`src/rtl/intx_steer_pkg.sv`:
```
package intx_steer_pkg;

    localparam int unsigned PINS_PER_SLOT = 4;
    localparam int unsigned NUM_PIRQ      = 4;
    localparam int unsigned NUM_IRQ       = 16;
    localparam int unsigned ROUTE_W       = 8;
    localparam int unsigned TRIG_BYTES    = NUM_IRQ / 8;
    localparam int unsigned PIRQ_IDX_W    = $clog2(NUM_PIRQ);

    localparam logic [ROUTE_W-1:0] ROUTE_OFF = 8'h80;

    typedef enum logic [2:0] {
        SEL_ROUTE_A = 3'd0,
        SEL_ROUTE_B = 3'd1,
        SEL_ROUTE_C = 3'd2,
        SEL_ROUTE_D = 3'd3,
        SEL_TRIG_LO = 3'd4,
        SEL_TRIG_HI = 3'd5,
        SEL_RSVD_6  = 3'd6,
        SEL_RSVD_7  = 3'd7
    } cfg_sel_e;

    typedef logic [ROUTE_W-1:0]            route_t;
    typedef route_t [NUM_PIRQ-1:0]         route_tbl_t;
    typedef logic [NUM_PIRQ-1:0]           pirq_vec_t;
    typedef logic [NUM_IRQ-1:0]            irq_vec_t;

    typedef struct packed {
        logic         we;
        cfg_sel_e     sel;
        logic [7:0]   data;
    } cfg_wr_t;

    // Intermediate line fed by a given slot/pin pair: (pin + slot - 1) mod 4.
    function automatic logic [PIRQ_IDX_W-1:0] pirq_of(int unsigned slot, int unsigned pin);
        return PIRQ_IDX_W'((pin + slot + NUM_PIRQ - 1) % NUM_PIRQ);
    endfunction

    // True when a steering byte selects the given legacy IRQ number.
    function automatic logic route_hits(route_t r, int unsigned irq);
        return (r < route_t'(NUM_IRQ)) && (r == route_t'(irq));
    endfunction

endpackage

```
`src/rtl/intx_level_store.sv`:
```
module intx_level_store
    import intx_steer_pkg::*;
#(
    parameter int unsigned NUM_SLOTS = 8,
    localparam int unsigned NUM_PINS = NUM_SLOTS * PINS_PER_SLOT
) (
    input  logic                clk,
    input  logic                rst,
    input  logic [NUM_PINS-1:0] level_in,
    output pirq_vec_t           pirq_level
);

    logic [NUM_PINS-1:0] lvl_q;

    always_ff @(posedge clk) begin
        if (rst) begin
            lvl_q <= '0;
        end else begin
            lvl_q <= level_in;
        end
    end

    // Per line, gather the mask of device pins rotated onto it.
    genvar gl, gs, gp;
    generate
        for (gl = 0; gl < NUM_PIRQ; gl++) begin : g_line
            logic [NUM_PINS-1:0] member;
            for (gs = 0; gs < NUM_SLOTS; gs++) begin : g_slot
                for (gp = 0; gp < PINS_PER_SLOT; gp++) begin : g_pin
                    assign member[gs*PINS_PER_SLOT+gp] =
                        (pirq_of(gs, gp) == PIRQ_IDX_W'(gl)) ? lvl_q[gs*PINS_PER_SLOT+gp] : 1'b0;
                end
            end
            assign pirq_level[gl] = |member;
        end
    endgenerate

endmodule

```
`src/rtl/intx_cfg_regs.sv`:
```
module intx_cfg_regs
    import intx_steer_pkg::*;
(
    input  logic       clk,
    input  logic       rst,
    input  cfg_wr_t    wr,
    output route_tbl_t routes,
    output irq_vec_t   trig
);

    route_tbl_t route_q;
    irq_vec_t   trig_q;

    always_ff @(posedge clk) begin
        if (rst) begin
            route_q <= {NUM_PIRQ{ROUTE_OFF}};
            trig_q  <= '0;
        end else if (wr.we) begin
            case (wr.sel)
                SEL_ROUTE_A,
                SEL_ROUTE_B,
                SEL_ROUTE_C,
                SEL_ROUTE_D: route_q[wr.sel[PIRQ_IDX_W-1:0]] <= wr.data;
                SEL_TRIG_LO: trig_q[7:0]  <= wr.data;
                SEL_TRIG_HI: trig_q[15:8] <= wr.data;
                default:     ;
            endcase
        end
    end

    assign routes = route_q;
    assign trig   = trig_q;

endmodule

```
`src/rtl/intx_irq_steer.sv`:
```
module intx_irq_steer
    import intx_steer_pkg::*;
(
    input  pirq_vec_t  pirq_level,
    input  route_tbl_t routes,
    output irq_vec_t   irq
);

    genvar gn, gk;
    generate
        for (gn = 0; gn < NUM_IRQ; gn++) begin : g_irq
            pirq_vec_t hit;
            for (gk = 0; gk < NUM_PIRQ; gk++) begin : g_src
                assign hit[gk] = pirq_level[gk] & route_hits(routes[gk], gn);
            end
            assign irq[gn] = |hit;
        end
    endgenerate

endmodule

```
`src/rtl/intx_steer_router.sv`:
```
module intx_steer_router
    import intx_steer_pkg::*;
#(
    parameter int unsigned NUM_SLOTS = 8,
    localparam int unsigned NUM_PINS = NUM_SLOTS * PINS_PER_SLOT
) (
    input  logic                clk,
    input  logic                rst,
    input  logic [NUM_PINS-1:0] level_in,
    input  logic                cfg_we,
    input  logic [2:0]          cfg_sel,
    input  logic [7:0]          cfg_wdata,
    output logic [15:0]         irq_out,
    output logic [15:0]         trig_mode
);

    cfg_wr_t    wr;
    route_tbl_t routes;
    pirq_vec_t  pirq_level;
    irq_vec_t   irq_w;
    irq_vec_t   trig_w;

    assign wr.we   = cfg_we;
    assign wr.sel  = cfg_sel_e'(cfg_sel);
    assign wr.data = cfg_wdata;

    intx_level_store #(.NUM_SLOTS(NUM_SLOTS)) u_levels (
        .clk        (clk),
        .rst        (rst),
        .level_in   (level_in),
        .pirq_level (pirq_level)
    );

    intx_cfg_regs u_regs (
        .clk    (clk),
        .rst    (rst),
        .wr     (wr),
        .routes (routes),
        .trig   (trig_w)
    );

    intx_irq_steer u_steer (
        .pirq_level (pirq_level),
        .routes     (routes),
        .irq        (irq_w)
    );

    assign irq_out   = irq_w;
    assign trig_mode = trig_w;

endmodule

```
`config.mk`:
```
export PLATFORM = sky130hd
export DESIGN_NAME = intx_steer_router
export DESIGN_NICKNAME = d
export VERILOG_FILES = /design/src/rtl/intx_steer_pkg.sv /design/src/rtl/intx_level_store.sv /design/src/rtl/intx_cfg_regs.sv /design/src/rtl/intx_irq_steer.sv /design/src/rtl/intx_steer_router.sv
export SDC_FILE = /design/constraint.sdc
export NUM_CORES = 1
export LEC_CHECK = 0
export BUFFER_PORTS_ARGS = -buffer_cell sky130_fd_sc_hd__clkbuf_2
export CAP_MARGIN = 20
export CORE_MARGIN = 5
export CORE_UTILIZATION = 50
export DETAILED_ROUTE_END_ITERATION = 12
export PLACE_DENSITY = 0.82
export SYNTH_ARGS = -nofsm -noshare
export SYNTH_HDL_FRONTEND = slang
export SYNTH_SLANG_ARGS = --single-unit
```
`constraint.sdc`:
```
create_clock -name clk -period 4.6 [get_ports clk]
set_input_delay 1.15 -clock clk [delete_from_list [all_inputs] [get_ports clk]]
set_output_delay 1.15 -clock clk [all_outputs]
set_load 0.02 [all_outputs]
```
==> reports/qor.txt, run 1 <==
CTS tree: yes
CTS Sinks: 80
FF-to-FF End: u_regs.routes[8]
Hold Crit Class: register to register
Number of antenna violations at the first check in global routing: 0
Fill cell count: 579
Design area: 4020 um2
Status: finished clean
Floorplan row count: 30
Initial Util: 0.505
Worst reg2reg startpoint: u_regs.routes[8]
Peak Freq: 0.284 GHz
Seq/Total Area, Yosys: 0.474
Pin count of the biggest net entering global routing: 53
Leak: 1.54 nW
Worst Skew: 0 ns
Max_slew headroom: 0.364
Reg-to-reg setup timing slack: 3.75 ns
Clk network pwr share: 0.384
FF-to-FF path depth: 2
Peak VDD IR: 0.244 mV
GRT Total Usage: 0.217
Die Ht: 92.2 um
Int Pwr: 0.00102 W
TNS Setup: 0 ns
P_sw: 0.000355 W
Synth unique cells: 33
End of the critical path: irq_out[10]
DRT iter0 DRCs: 170
Die Wd: 92.2 um
Worst slew pin tran: 0.954 ns
Overall via count from detail_route: 3,184
Layout cells sized above 1: 0.227
Commonest non-fill, non-tap cells in the layout: nand2_1, dfxtp_1, clkbuf_2
Nature of the critical path endpoint: output pin
Post-CTS Setup Bufs: 0
Register clock-pin slew on the reported worst setup and hold paths: 0.10 ns
Die ar.: 8500 um2
Setup CP Type: register to output pin
Diodes inserted: 0
Critical Path RT: 3.45 ns
Post-route minimum period: 3.53 ns
Routed len/inst: 15.9 um
Via density: 5.64
Post-DRT Antenna Nets: 0
Final wirelength: 8970 um
Hold_buf cts: 0
Mapped Area: 3380 um2
Maximum root-to-sink buffer count: 2
DP HPWL: 6700 um
Final Cycle Share: 0.766
Core area: 6680 um2
Synthesis Warnings: 0
Hold Violations, Final: 0
Post-cts repair resize count: 0
H-tree depth: 3
Top_reg_cell synth: dfxtp_1
Comb pwr share: 0.084
Most common cell after layout, fill and taps aside: nand2_1
IO buf count: 77
Max Cap Viol: 0
Crit path from: u_regs.routes[12]
Gpl congestion: 0.946
Worst-skew pair later-pin latency: 0.35 ns
Cells after synthesis: 406
Clock buffer count from CTS: 9
Final setup vio count: 0
GRT overflow: 0
Max-slew violation count: 0
RSZ-0062 raised after global routing: false
Drt drc: 0
Global-route wire length before repair: 14,600 um
IO Pins: 78
EDFF count, synth: 0
Switching share of power: 0.259
Yosys reg bits: 80
PwrDens: 341 nW/um2
Final net count: 526
Area growth syn-to-layout: 18.9%
Clock root cell: clkbuf_8
Synthesized Nets: 452
Post-synth ARST share: 0
CP max FO: 5
DRT Pass-1 Iters: 5
Sequential power share: 0.532
Vias in the first global route: 3,127
CP Launch Type: register
Worst Path Arrival: 2.38 ns
Mean Syn Cell Area: 8.32 um2
Placed instance area: 3810 um2
==> metrics by stage <==
| stage | util | std cells | hold slack, ns | setup WS, ns | power, W |
|---|---|---|---|---|---|
| floorplan | - | 406 | 0.431 | 1.57 | 0.000811 |
| global placement | 0.570 | 548 | 0.437 | 1.49 | 0.000855 |
| detailed placement | 0.570 | 548 | 0.443 | 1.51 | 0.000859 |
| CTS | 0.600 | 564 | 0.455 | 1.10 | 0.00138 |
| global route | 0.601 | 565 | 0.469 | 0.960 | 0.00143 |
| finish | 0.601 | 565 | 0.452 | 1.07 | 0.00137 |
==> flip-flops by register name, indices dropped and copies added (netlist names) <==
| register | cells |
|---|---|
| u_regs.routes | 32 |
| u_levels.lvl_q | 32 |
| u_regs.trig | 16 |
==> worst min path at each step <==
stage / endpoint / startpoint / depth (start not counted) / slack [ns]
finish: u_regs.routes[28] / u_regs.routes[28] / 2 / 0.45
floorplan: u_regs.routes[28] / u_regs.routes[28] / 2 / 0.43
CTS: u_regs.routes[28] / u_regs.routes[28] / 2 / 0.45
detailed placement: u_regs.routes[28] / u_regs.routes[28] / 2 / 0.44
global route: u_regs.routes[28] / u_regs.routes[28] / 2 / 0.47
global placement: u_regs.routes[28] / u_regs.routes[28] / 2 / 0.44
==> area by class of cell <==
cell class	count	area, um2	share of cell area
Multi-Input combinational cell	303	1690	0.420
Sequential cell	80	1600	0.399
Timing Repair Buffer	79	398	0.0991
Clock buffer	9	124	0.0309
Tap cell	80	100	0.0249
Clock inverter	7	78.8	0.0196
Inverter	7	26.3	0.00654
==> power groups by stage <==
stage          combinational (W)  sequential (W)  clock (W)
2_1_floorplan          0.0000652        0.000746          0
6_report                0.000115        0.000729   0.000527
3_3_place_gp            0.000111        0.000744          0
3_5_place_dp            0.000114        0.000746          0
5_1_grt                 0.000127        0.000732   0.000568
4_1_cts                 0.000115        0.000729   0.000535
==> worst max-delay path, stage by stage, from the launching register on <==
cell and delay [ns]:
dfxtp_1 0.32, or4_4 0.58, a2111oi_1 0.59, a22oi_1 0.21, nand3_1 0.13, clkbuf_2 0.18
==> kinds of logic (layout without fill, tap and decap cells) <==
group,after synthesis,in the layout,share of synthesized area
compound gates,80,80,0.169
simple gates,223,223,0.330
flops,80,80,0.474
buf+inv,23,102,0.0263
==> synthesized netlist by cell type, types with 2 or more instances <==
master	count	area share
nand3b_1	5	0.011
a22oi_1	9	0.020
o311ai_1	2	0.0052
a32oi_1	8	0.021
dfxtp_1	80	0.47
and2_1	3	0.0056
nand4_1	8	0.015
inv_1	7	0.0078
nand2_1	110	0.12
or2_1	2	0.0037
nand3_1	21	0.031
nor4_1	5	0.0093
buf_2	2	0.0030
nand2b_1	3	0.0056
a21oi_1	46	0.068
clkbuf_1	14	0.016
nor3_1	2	0.0030
nor2b_1	43	0.080
a2111oi_2	6	0.027
nor4_2	4	0.015
nor2_1	10	0.011
or4_4	3	0.010
o211ai_1	3	0.0067
==> metal layers <==
layer	vias up	global-route usage	part of all wire
met2	153	0.349	0.47
met1	1425	0.257	0.41
li1	1564	-	-
met3	42	0.0648	0.075
met4	0	0.125	0.045
met5	-	0	0
Power figures use the tool's default switching activity.
==> run 2, diff against run 1 <==
Clock period 4.6 ns to 3.6 ns, I/O delays scaled along.
==> run 2 against run 1 <==
Critical endpoint is now irq_out[13]. Critical path type unchanged. Clock skew stayed put. Setup slack worse by 0.72 ns. Wire length is 1.7% lower. First-iteration DRC count is 1.8% higher. Clock power is 29% higher. Non-clock buffer count is 1 higher. Global-route usage is 0.050 points lower. Design area is 0.34% higher.
==> reports/qor.txt, run 2 (synthesized netlist as in run 1, its figures left out) <==
Status: finished clean
IO Pins: 78
Clock root cell: clkbuf_8
Die Wd: 92.2 um
Post-cts repair resize count: 0
Layout cells sized above 1: 0.228
Die Ht: 92.2 um
Diodes inserted: 0
Hold Crit Class: register to register
CP max stage delay: 0.58 ns
Hold_buf cts: 0
Routed len/inst: 15.6 um
Pin count of the biggest net entering global routing: 33
CP max FO: 4
H-tree depth: 3
Max-slew violation count: 0
GRT Total Usage: 0.216
Critical Path RT: 2.70 ns
Initial Util: 0.505
DP HPWL: 6600 um
Commonest non-fill, non-tap cells in the layout: nand2_1, dfxtp_1, clkbuf_2
Peak Freq: 0.308 GHz
PwrDens: 437 nW/um2
Final wirelength: 8810 um
CP max-delay cell: a211oi_1
Post-route minimum period: 3.25 ns
Leak: 1.55 nW
Floorplan row count: 30
Overall via count from detail_route: 3,199
Worst Skew: 0 ns
Nature of the critical path endpoint: output pin
Fin cells: 566
Post-CTS Setup Bufs: 0
CTS tree: yes
RSZ-0062 raised after global routing: false
Max_slew headroom: 0.408
Worst-skew pair later-pin latency: 0.34 ns
Clock buffer count from CTS: 9
Worst Path Arrival: 2.35 ns
Fill cell count: 610
Maximum root-to-sink buffer count: 2
DRT iter0 DRCs: 173
Drt drc: 0
Final Cycle Share: 0.903
Most common cell after layout, fill and taps aside: nand2_1
Setup CP Type: register to output pin
Max Cap Viol: 0
Peak VDD IR: 0.245 mV
Area growth syn-to-layout: 19.3%
Final net count: 527
IO buf count: 77
Global-route wire length before repair: 14,700 um
Placed cell count: 550
CTS Sinks: 80
Register clock-pin slew on the reported worst setup and hold paths: 0.08 ns
GRT overflow: 0
Via density: 5.65
Reg-to-reg setup timing slack: 2.80 ns
Vias in the first global route: 3,113
Die ar.: 8500 um2
Core area: 6680 um2
CP Launch Type: register
Final setup vio count: 0
Hold Violations, Final: 0
DRT Pass-1 Iters: 5
Number of antenna violations at the first check in global routing: 0
Post-DRT Antenna Nets: 0
CP Cell Sequence: or4_4, a211oi_1, a22oi_1, o211ai_1, clkbuf_2
Worst slew pin tran: 0.881 ns
TNS Setup: 0 ns
Gpl congestion: 0.954
-- run 2: cell types whose count changed in the layout (fill, tap and decap cells not counted) --
cell and delta:
inv_6 +1, buf_2 -1, buf_4 +2, clkinv_2 -1
-- run 2: per-layer routing --
metal	GRT usage	wire length [um]	part of all wire
met5	0	0	0
met4	0.103	274	0.031
met3	0.0632	790	0.090
met2	0.344	4090	0.46
met1	0.269	3660	0.42
-- run 2: cell type report --
| class | instances | area, um2 | area share |
|---|---|---|---|
| Clock buffer | 9 | 124 | 0.0307 |
| Sequential cell | 80 | 1600 | 0.398 |
| Clock inverter | 7 | 82.6 | 0.0205 |
| Timing Repair Buffer | 80 | 408 | 0.101 |
| Tap cell | 80 | 100 | 0.0248 |
| Inverter | 7 | 26.3 | 0.00652 |
| Multi-Input combinational cell | 303 | 1690 | 0.419 |
-- run 2: metrics by stage --
step                setup slack, ns  cell area, um2  hold WS (ns)   util  power, W
floorplan                     0.816            3380         0.431      -   0.00104
global placement              0.778            3820         0.438  0.572   0.00109
detailed placement            0.772            3820         0.448  0.572   0.00110
CTS                           0.363            4030         0.460  0.603   0.00177
global route                  0.224            4030         0.477  0.603   0.00184
finish                        0.350            4030         0.462  0.603   0.00176
-- run 2: worst paths after layout --
kind,end,startpoint,cells after the start
worst min register to register,u_regs.routes[20],u_regs.routes[20],2
worst min-delay path,u_regs.routes[20],u_regs.routes[20],2
worst max-delay path,irq_out[13],u_regs.routes[4],5
worst max register to register,u_regs.routes[8],u_regs.routes[8],2
-- run 2: worst max-delay path: cells and delay by family (launching register included) --
kind / cells / cell delay, ns
compound gates: 3 / 0.92
simple gates: 1 / 0.55
flops: 1 / 0.33
buf+inv: 1 / 0.20
-- run 2: report_power, final --
part	internal (W)	total (W)	leakage, nW	switching [W]
Clock	0.000332	0.000682	0.0988	0.000350
Combinational	0.0000546	0.000146	0.792	0.0000911
Sequential	0.000915	0.000932	0.655	0.0000163
==> run 3, diff against run 2 <==
Clock period 3.6 ns to 3.45 ns, I/O delays scaled along.
==> run 3 against run 2 <==
Count of clock-buffer cells in the layout increased by 1. Cell count rose by 0.53%. Design area decreased by 0.31%. Hold slack lost 0.0096 ns. First-iteration DRC count decreased by 1.2%. Die area did not move. Core utilization shrank 0.19 points. Largest power group unchanged.
==> reports/qor.txt, run 3 (synthesized netlist as in run 1, its figures left out) <==
Die Ht: 92.2 um
Gpl congestion: 0.987
Die Wd: 92.2 um
Clock root cell: clkbuf_8
Post-route minimum period: 3.20 ns
CTS Sinks: 80
Core area: 6680 um2
Peak Freq: 0.313 GHz
Maximum root-to-sink buffer count: 2
Area growth syn-to-layout: 18.9%
H-tree depth: 3
Pin count of the biggest net entering global routing: 38
CTS tree: yes
Sequential power share: 0.561
IO Pins: 78
Final net count: 530
GRT Total Usage: 0.215
Hold_buf cts: 0
Layout cells sized above 1: 0.231
Post-CTS Setup Bufs: 0
CP Launch Type: register
Final wirelength: 8980 um
TNS Setup: 0 ns
Switching share of power: 0.262
Diodes inserted: 0
P_sw: 0.000454 W
Clk network pwr share: 0.349
Most common cell after layout, fill and taps aside: nand2_1
Status: finished clean
Routed len/inst: 15.8 um
Max-slew violation count: 0
Worst Path Arrival: 2.34 ns
Core Util, Final: 0.601
Hold Violations, Final: 0
CP max FO: 5
Nature of the critical path endpoint: output pin
DRT Pass-1 Iters: 5
Int Pwr: 0.00128 W
Die ar.: 8500 um2
Floorplan row count: 30
Overall via count from detail_route: 3,214
DP HPWL: 6640 um
Post-cts repair resize count: 0
Final setup vio count: 0
Number of antenna violations at the first check in global routing: 0
Commonest non-fill, non-tap cells in the layout: nand2_1, dfxtp_1, clkbuf_2
PwrDens: 432 nW/um2
RSZ-0062 raised after global routing: false
IO buf count: 77
Final Cycle Share: 0.927
Worst Skew: 0 ns
Comb pwr share: 0.091
Worst-skew pair later-pin latency: 0.34 ns
Critical Path RT: 2.59 ns
Register clock-pin slew on the reported worst setup and hold paths: 0.08 ns
DRT iter0 DRCs: 171
Via density: 5.65
GRT overflow: 0
Max_slew headroom: 0.419
Peak VDD IR: 0.292 mV
Power, Total: 0.00173 W
Initial Util: 0.505
Setup CP Type: register to output pin
Clock buffer count from CTS: 9
Post-DRT Antenna Nets: 0
Worst slew pin tran: 0.869 ns
Drt drc: 0
Max Cap Viol: 0
Hold Crit Class: register to register
Leak: 1.55 nW
Vias in the first global route: 3,023
Global-route wire length before repair: 14,400 um
==> run 3: worst max-delay path, cell delays in order, from the launching register on <==
cell and delay (ns):
dfxtp_1 0.32, or4_4 0.58, a2111oi_2 0.59, a22oi_1 0.20, nand3_1 0.13, clkbuf_2 0.18
==> run 3: area by class of cell <==
type                       count  area, um2
clock buffer                  10        128
clock inverter                 6       43.8
fill                         632       2670
inverter                       7       26.3
multi-input combinational    303       1690
sequential                    80       1600
tap                           80        100
timing repair buffer          83        430
==> run 3: final timing paths <==
check / startpoint / to / slack (ns) / cells past startpoint
worst max-delay path: u_regs.routes[12] / irq_out[0] / 0.25 / 5
worst min-delay path: u_regs.routes[28] / u_regs.routes[28] / 0.45 / 2
worst max register to register: u_regs.routes[8] / u_regs.routes[8] / 2.64 / 2
worst min register to register: u_regs.routes[28] / u_regs.routes[28] / 0.45 / 2
==> run 3: per-layer routing <==
metal | vias up | routed length [um] | global-route usage
li1 | 1570 | - | -
met1 | 1452 | 3710 | 0.253
met2 | 158 | 4150 | 0.349
met3 | 34 | 762 | 0.0673
met4 | 0 | 354 | 0.114
met5 | - | 0 | 0
==> run 3: stage by stage <==
| stage | cell area (um2) | worst slack, ns | std cells | hold WS, ns |
|---|---|---|---|---|
| floorplan | 3380 | 0.704 | 406 | 0.431 |
| global placement | 3840 | 0.665 | 553 | 0.438 |
| detailed placement | 3840 | 0.656 | 553 | 0.445 |
| CTS | 4020 | 0.257 | 569 | 0.456 |
| global route | 4020 | 0.120 | 569 | 0.470 |
| finish | 4020 | 0.251 | 569 | 0.452 |
==> run 3: power by group through the flow <==
stage	combinational (W)	clock, W	sequential [W]
after CTS	0.000158	0.000615	0.000972
after global placement	0.000154	0	0.000992
after detailed placement	0.000157	0	0.000994
after global routing	0.000173	0.000667	0.000976
after floorplan	0.0000869	0	0.000994
final	0.000157	0.000604	0.000972
